==> src/rtl/dbe_pkg.sv <==
package dbe_pkg;

  localparam int unsigned BYTE_W  = 8;
  localparam int unsigned BIT_PAR = 7;
  localparam int unsigned BIT_EXT = 6;
  localparam int unsigned BIT_TMO = 5;
  localparam int unsigned BIT_CLR = 0;

  typedef enum logic [1:0] {
    SRC_OTHER   = 2'b00,
    SRC_TIMEOUT = 2'b01,
    SRC_EXTBUS  = 2'b10,
    SRC_PARITY  = 2'b11
  } err_src_e;

  typedef struct packed {
    logic parity;
    logic extbus;
    logic timeout;
  } cause_flags_t;

  localparam cause_flags_t FLAGS_NONE = '{parity: 1'b0, extbus: 1'b0, timeout: 1'b0};

endpackage

==> src/rtl/dbe_cause_decode.sv <==
module dbe_cause_decode
  import dbe_pkg::*;
(
  input  logic         err_strobe,
  input  logic [1:0]   err_src,
  output logic         load,
  output cause_flags_t load_val
);

  err_src_e src;
  assign src  = err_src_e'(err_src);
  assign load = err_strobe;

  always_comb begin
    load_val = FLAGS_NONE;
    unique case (src)
      SRC_TIMEOUT: load_val.timeout = 1'b1;
      SRC_EXTBUS:  load_val.extbus  = 1'b1;
      SRC_PARITY:  load_val.parity  = 1'b1;
      default:     load_val         = FLAGS_NONE;
    endcase
  end

endmodule

==> src/rtl/dbe_host_port.sv <==
module dbe_host_port
  import dbe_pkg::*;
#(
  parameter int unsigned          ADDR_W   = 8,
  parameter logic [ADDR_W-1:0]    REG_ADDR = 8'h28
) (
  input  logic                 cpu_wr,
  input  logic [ADDR_W-1:0]    cpu_addr,
  input  logic [BYTE_W-1:0]    cpu_wdata,
  input  cause_flags_t         flags,
  output logic                 clr_req,
  output logic [BYTE_W-1:0]    cpu_rdata
);

  logic hit;
  assign hit     = (cpu_addr == REG_ADDR);
  assign clr_req = hit && cpu_wr && cpu_wdata[BIT_CLR];

  always_comb begin
    cpu_rdata = '0;
    if (hit) begin
      cpu_rdata[BIT_PAR] = flags.parity;
      cpu_rdata[BIT_EXT] = flags.extbus;
      cpu_rdata[BIT_TMO] = flags.timeout;
    end
  end

  always_comb begin
    AST_LOW_BITS_ZERO: assert (cpu_rdata[4:0] == 5'b0);
  end

endmodule

==> src/rtl/dbe_flag_store.sv <==
module dbe_flag_store
  import dbe_pkg::*;
(
  input  logic         clk,
  input  logic         rst_n,
  input  logic         load,
  input  cause_flags_t load_val,
  input  logic         clr_req,
  output cause_flags_t flags
);

  always_ff @(posedge clk or negedge rst_n) begin
    if (!rst_n)       flags <= FLAGS_NONE;
    else if (load)    flags <= load_val;
    else if (clr_req) flags <= FLAGS_NONE;
  end

  AST_AT_MOST_ONE: assert property (@(posedge clk) disable iff (!rst_n)
    $onehot0(flags));
  AST_CLEAR_EMPTIES: assert property (@(posedge clk) disable iff (!rst_n)
    (clr_req && !load) |=> (flags == FLAGS_NONE));
  AST_IDLE_HOLDS: assert property (@(posedge clk) disable iff (!rst_n)
    (!clr_req && !load) |=> $stable(flags));

endmodule

==> src/rtl/dbe_status_reg.sv <==
module dbe_status_reg
  import dbe_pkg::*;
#(
  parameter int unsigned       ADDR_W   = 8,
  parameter logic [ADDR_W-1:0] REG_ADDR = 8'h28
) (
  input  logic              clk,
  input  logic              rst_n,
  input  logic              err_strobe,
  input  logic [1:0]        err_src,
  input  logic [ADDR_W-1:0] cpu_addr,
  input  logic              cpu_wr,
  input  logic [7:0]        cpu_wdata,
  output logic [7:0]        cpu_rdata
);

  logic         load;
  cause_flags_t load_val;
  logic         clr_req;
  cause_flags_t flags;

  dbe_cause_decode u_dec (
    .err_strobe (err_strobe),
    .err_src    (err_src),
    .load       (load),
    .load_val   (load_val)
  );

  dbe_host_port #(.ADDR_W(ADDR_W), .REG_ADDR(REG_ADDR)) u_port (
    .cpu_wr    (cpu_wr),
    .cpu_addr  (cpu_addr),
    .cpu_wdata (cpu_wdata),
    .flags     (flags),
    .clr_req   (clr_req),
    .cpu_rdata (cpu_rdata)
  );

  dbe_flag_store u_store (
    .clk      (clk),
    .rst_n    (rst_n),
    .load     (load),
    .load_val (load_val),
    .clr_req  (clr_req),
    .flags    (flags)
  );

  AST_TIMEOUT_CAPTURE: assert property (@(posedge clk) disable iff (!rst_n)
    (err_strobe && err_src == 2'b01) |=> (flags == 3'b001));
  AST_EXTBUS_CAPTURE: assert property (@(posedge clk) disable iff (!rst_n)
    (err_strobe && err_src == 2'b10) |=> (flags == 3'b010));
  AST_PARITY_CAPTURE: assert property (@(posedge clk) disable iff (!rst_n)
    (err_strobe && err_src == 2'b11) |=> (flags == 3'b100));
  AST_OTHER_CLEARS: assert property (@(posedge clk) disable iff (!rst_n)
    (err_strobe && err_src == 2'b00) |=> (flags == 3'b000));
  AST_FOREIGN_WRITE: assert property (@(posedge clk) disable iff (!rst_n)
    (!err_strobe && cpu_addr != REG_ADDR) |=> $stable(flags));
  AST_CAPTURE_BEATS_CLEAR: assert property (@(posedge clk) disable iff (!rst_n)
    (err_strobe && err_src != 2'b00 && clr_req) |=> (flags != 3'b000));

endmodule

==> config.mk <==
export PLATFORM = sky130hd
export DESIGN_NAME = dbe_status_reg
export DESIGN_NICKNAME = d
export VERILOG_FILES = /design/src/rtl/dbe_pkg.sv /design/src/rtl/dbe_cause_decode.sv /design/src/rtl/dbe_host_port.sv /design/src/rtl/dbe_flag_store.sv /design/src/rtl/dbe_status_reg.sv
export SDC_FILE = /design/constraint.sdc
export NUM_CORES = 1
export LEC_CHECK = 0
export BUFFER_PORTS_ARGS = -buffer_cell sky130_fd_sc_hd__buf_2
export CORE_AREA = 5 5 42 44
export CTS_CLUSTER_DIAMETER = 200
export DETAILED_ROUTE_END_ITERATION = 8
export DIE_AREA = 0 0 47 49
export GPL_TIMING_DRIVEN = 1
export PLACE_DENSITY = 0.52
export SLEW_MARGIN = 20
export SYNTH_ARGS = -nofsm -noshare
export SYNTH_HDL_FRONTEND = slang
export SYNTH_HIERARCHICAL = 1
export SYNTH_SLANG_ARGS = --single-unit
==> constraint.sdc <==
create_clock -name clk -period 5.7 [get_ports clk]
set_clock_uncertainty 0.15 [all_clocks]
set_input_delay 1.71 -clock clk [delete_from_list [all_inputs] [get_ports clk]]
set_output_delay 1.71 -clock clk [all_outputs]
set_load 0.1 [all_outputs]
==> flow_summary.toml <==
[critical_path]
worst-path-max-fanout = 4
cp.arrival_ns = 2.97
critical-path-slowest-cell = "or4b_4"
worst-path-buf-inv = 2
required_ns = 3.84
path_cells = "buf_2, or4b_4, nor3_2, buf_2"
critPathTopFamily = "simple AND/OR/NAND/NOR gates"
critPathLaunchType = "primary input"
slowest_delay_ns = 0.57
endpoint_kind = "primary output"
worst-setup-path-type = "primary input to primary output"
crit_top_cell = "buf_2"

[timing]
finalSetupViolCount = 0
hold_viol = 0
min_period_ns = 4.83
fmaxAchievable_mhz = 207
setup_tns_ns = 0
slew_viol_final = 0
holdWs_ns = 0.340
fin_crit_sh = 0.848
rsz0062_at_grt = "no"

[final_layout]
fillers = 173
largest_register = "u_store/flags"
n_antenna_cell = 0
final_cells = 62
drive_above_1_share = 0.630
largest_reg_flops = 3
seq_area_um2 = 75.1
multiInputGateArea_um2 = 145
synthToLayoutAreaGrowth_pct = 38.8
nNetsFinal = 69
reg_top3 = "u_store/flags (3)"

[pwr]
total_power_mw = 0.0869
leakage_nw = 0.184
ir_worst_vdd_v = 0.0000754
cellPowerDensity_nw_per_um2 = 240

[detailed_routing]
wirelength_um = 518
vias_per_cell = 3.68
drc = 0
drt_iter0_drc = 1
via_count = 228
firstDrtPassIters = 2
wire_per_inst_um = 8.35
ant_nets = 0

[placement]
dp_hpwl_um = 476
dp.cells = 58
gp_congestion = 0.584
place.port_buffers = 17

[die]
ios = 30
die_y_um = 49
core_um2 = 1400
dieArea_um2 = 2300
fp-row-count = 14
die_w_um = 47
start_util = 0.187

[grt]
grt_use_total = 0.0523
grt_max_degree = 5
grt_pass1_vias = 224
antenna_found_initial = 0
grt_pass1_wl_um = 779
grt_overflow = 0

[cts]
cts_tree = "yes"
cts_max_path_buffers = 2
cts_setup_buffers = 0
cts_buffers = 3
cts_resized = 0
clock_sinks = 3
ctsHoldBuffers = 0
path_clk_slew_ns = 0.03
root_buffer = "clkbuf_4"
h-tree-depth = 1
clk_latency_ns = 0.23

[yosys]
synth.avg_cell_area_um2 = 9.69
synth_area_um2 = 262
netlist-cell-type-count = 12
synth_seq_cells = 3
synth_cells = 27
synth.yosys.warnings = 6
ys_seq_area_frac = 0.287

[outcome]
status = "finished, final reports clean"

[run]
cap_viol_max_count = 0

[hold_path]
hold_class = "flip-flop to flip-flop"
-- layer usage --
| metal | GRT usage | part of all wire | vias to the layer above |
|---|---|---|---|
| met3 | 0 | 0.11 | 2 |
| met2 | 0.0724 | 0.52 | 11 |
| li1 | - | - | 120 |
| met1 | 0.0532 | 0.34 | 95 |
| met4 | 0.0829 | 0.029 | 0 |
| met5 | 0 | 0 | - |
-- area by class of cell --
class	instances	area share
Inverter	3	0.0310
Tap cell	16	0.0552
Timing Repair Buffer	17	0.234
Sequential cell	3	0.207
Clock buffer	4	0.0724
Multi-Input combinational cell	19	0.400
-- cell families after synthesis --
| logic type | share of synthesized area |
|---|---|
| other | 0.0143 |
| AND/OR/NAND/NOR | 0.383 |
| AO/OA/AOI/OAI | 0.100 |
| flip-flops | 0.287 |
| buffers and inverters | 0.215 |
-- placed cells by master, fill, tap and decap left out --
cell,instances
buf_2,17
conb_1,5
nor3_2,4
clkbuf_4,3
inv_1,3
a22o_1,3
dfrtp_1,3
or4b_4,2
clkbuf_1,1
nor2b_1,1
and2b_2,1
and2_2,1
nand2_1,1
nor2_2,1
-- where the power goes --
group | total (mW) | switching [mW] | leakage [nW] | internal [mW]
clock | 0.0376 | 0.0114 | 0.0150 | 0.0263
combinational | 0.0253 | 0.0188 | 0.130 | 0.00654
sequential | 0.0240 | 0.000921 | 0.0391 | 0.0231
total | 0.0869 | 0.0311 | 0.184 | 0.0559
-- Yosys cell counts --
| cell type | n | area share |
|---|---|---|
| and2b_2 | 1 | 0.033 |
| buf_4 | 6 | 0.17 |
| nand2_1 | 1 | 0.014 |
| nor2_2 | 1 | 0.024 |
| and2_2 | 1 | 0.029 |
| or4b_4 | 2 | 0.11 |
| a22o_1 | 3 | 0.10 |
| dfrtp_1 | 3 | 0.29 |
| conb_1 | 1 | 0.014 |
| nor2b_1 | 1 | 0.024 |
| nor3_2 | 4 | 0.15 |
| inv_1 | 3 | 0.043 |
-- metrics by stage --
step / util / instance area [µm²] / setup WS (ns)
floorplan: - / 277 / 0.338
global placement: 0.240 / 337 / 0.859
detailed placement: 0.240 / 337 / 0.853
CTS: 0.259 / 363 / 0.853
global route: 0.259 / 363 / 0.804
finish: 0.259 / 363 / 0.866
-- worst paths after layout --
path,from,slack (ns),cells past startpoint,endpoint
setup / recovery,cpu_addr[7],0.87,4,cpu_rdata[5]
hold / removal,u_store/flags[1],0.34,1,u_store/flags[1]
setup reg to reg,u_store/flags[0],4.87,1,u_store/flags[0]
hold reg to reg,u_store/flags[1],0.34,1,u_store/flags[1]
max in group asynchronous,rst_n,4.18,1,u_store/flags[1]
min in group asynchronous,rst_n,1.11,1,u_store/flags[0]
Power figures use the tool's default switching activity.
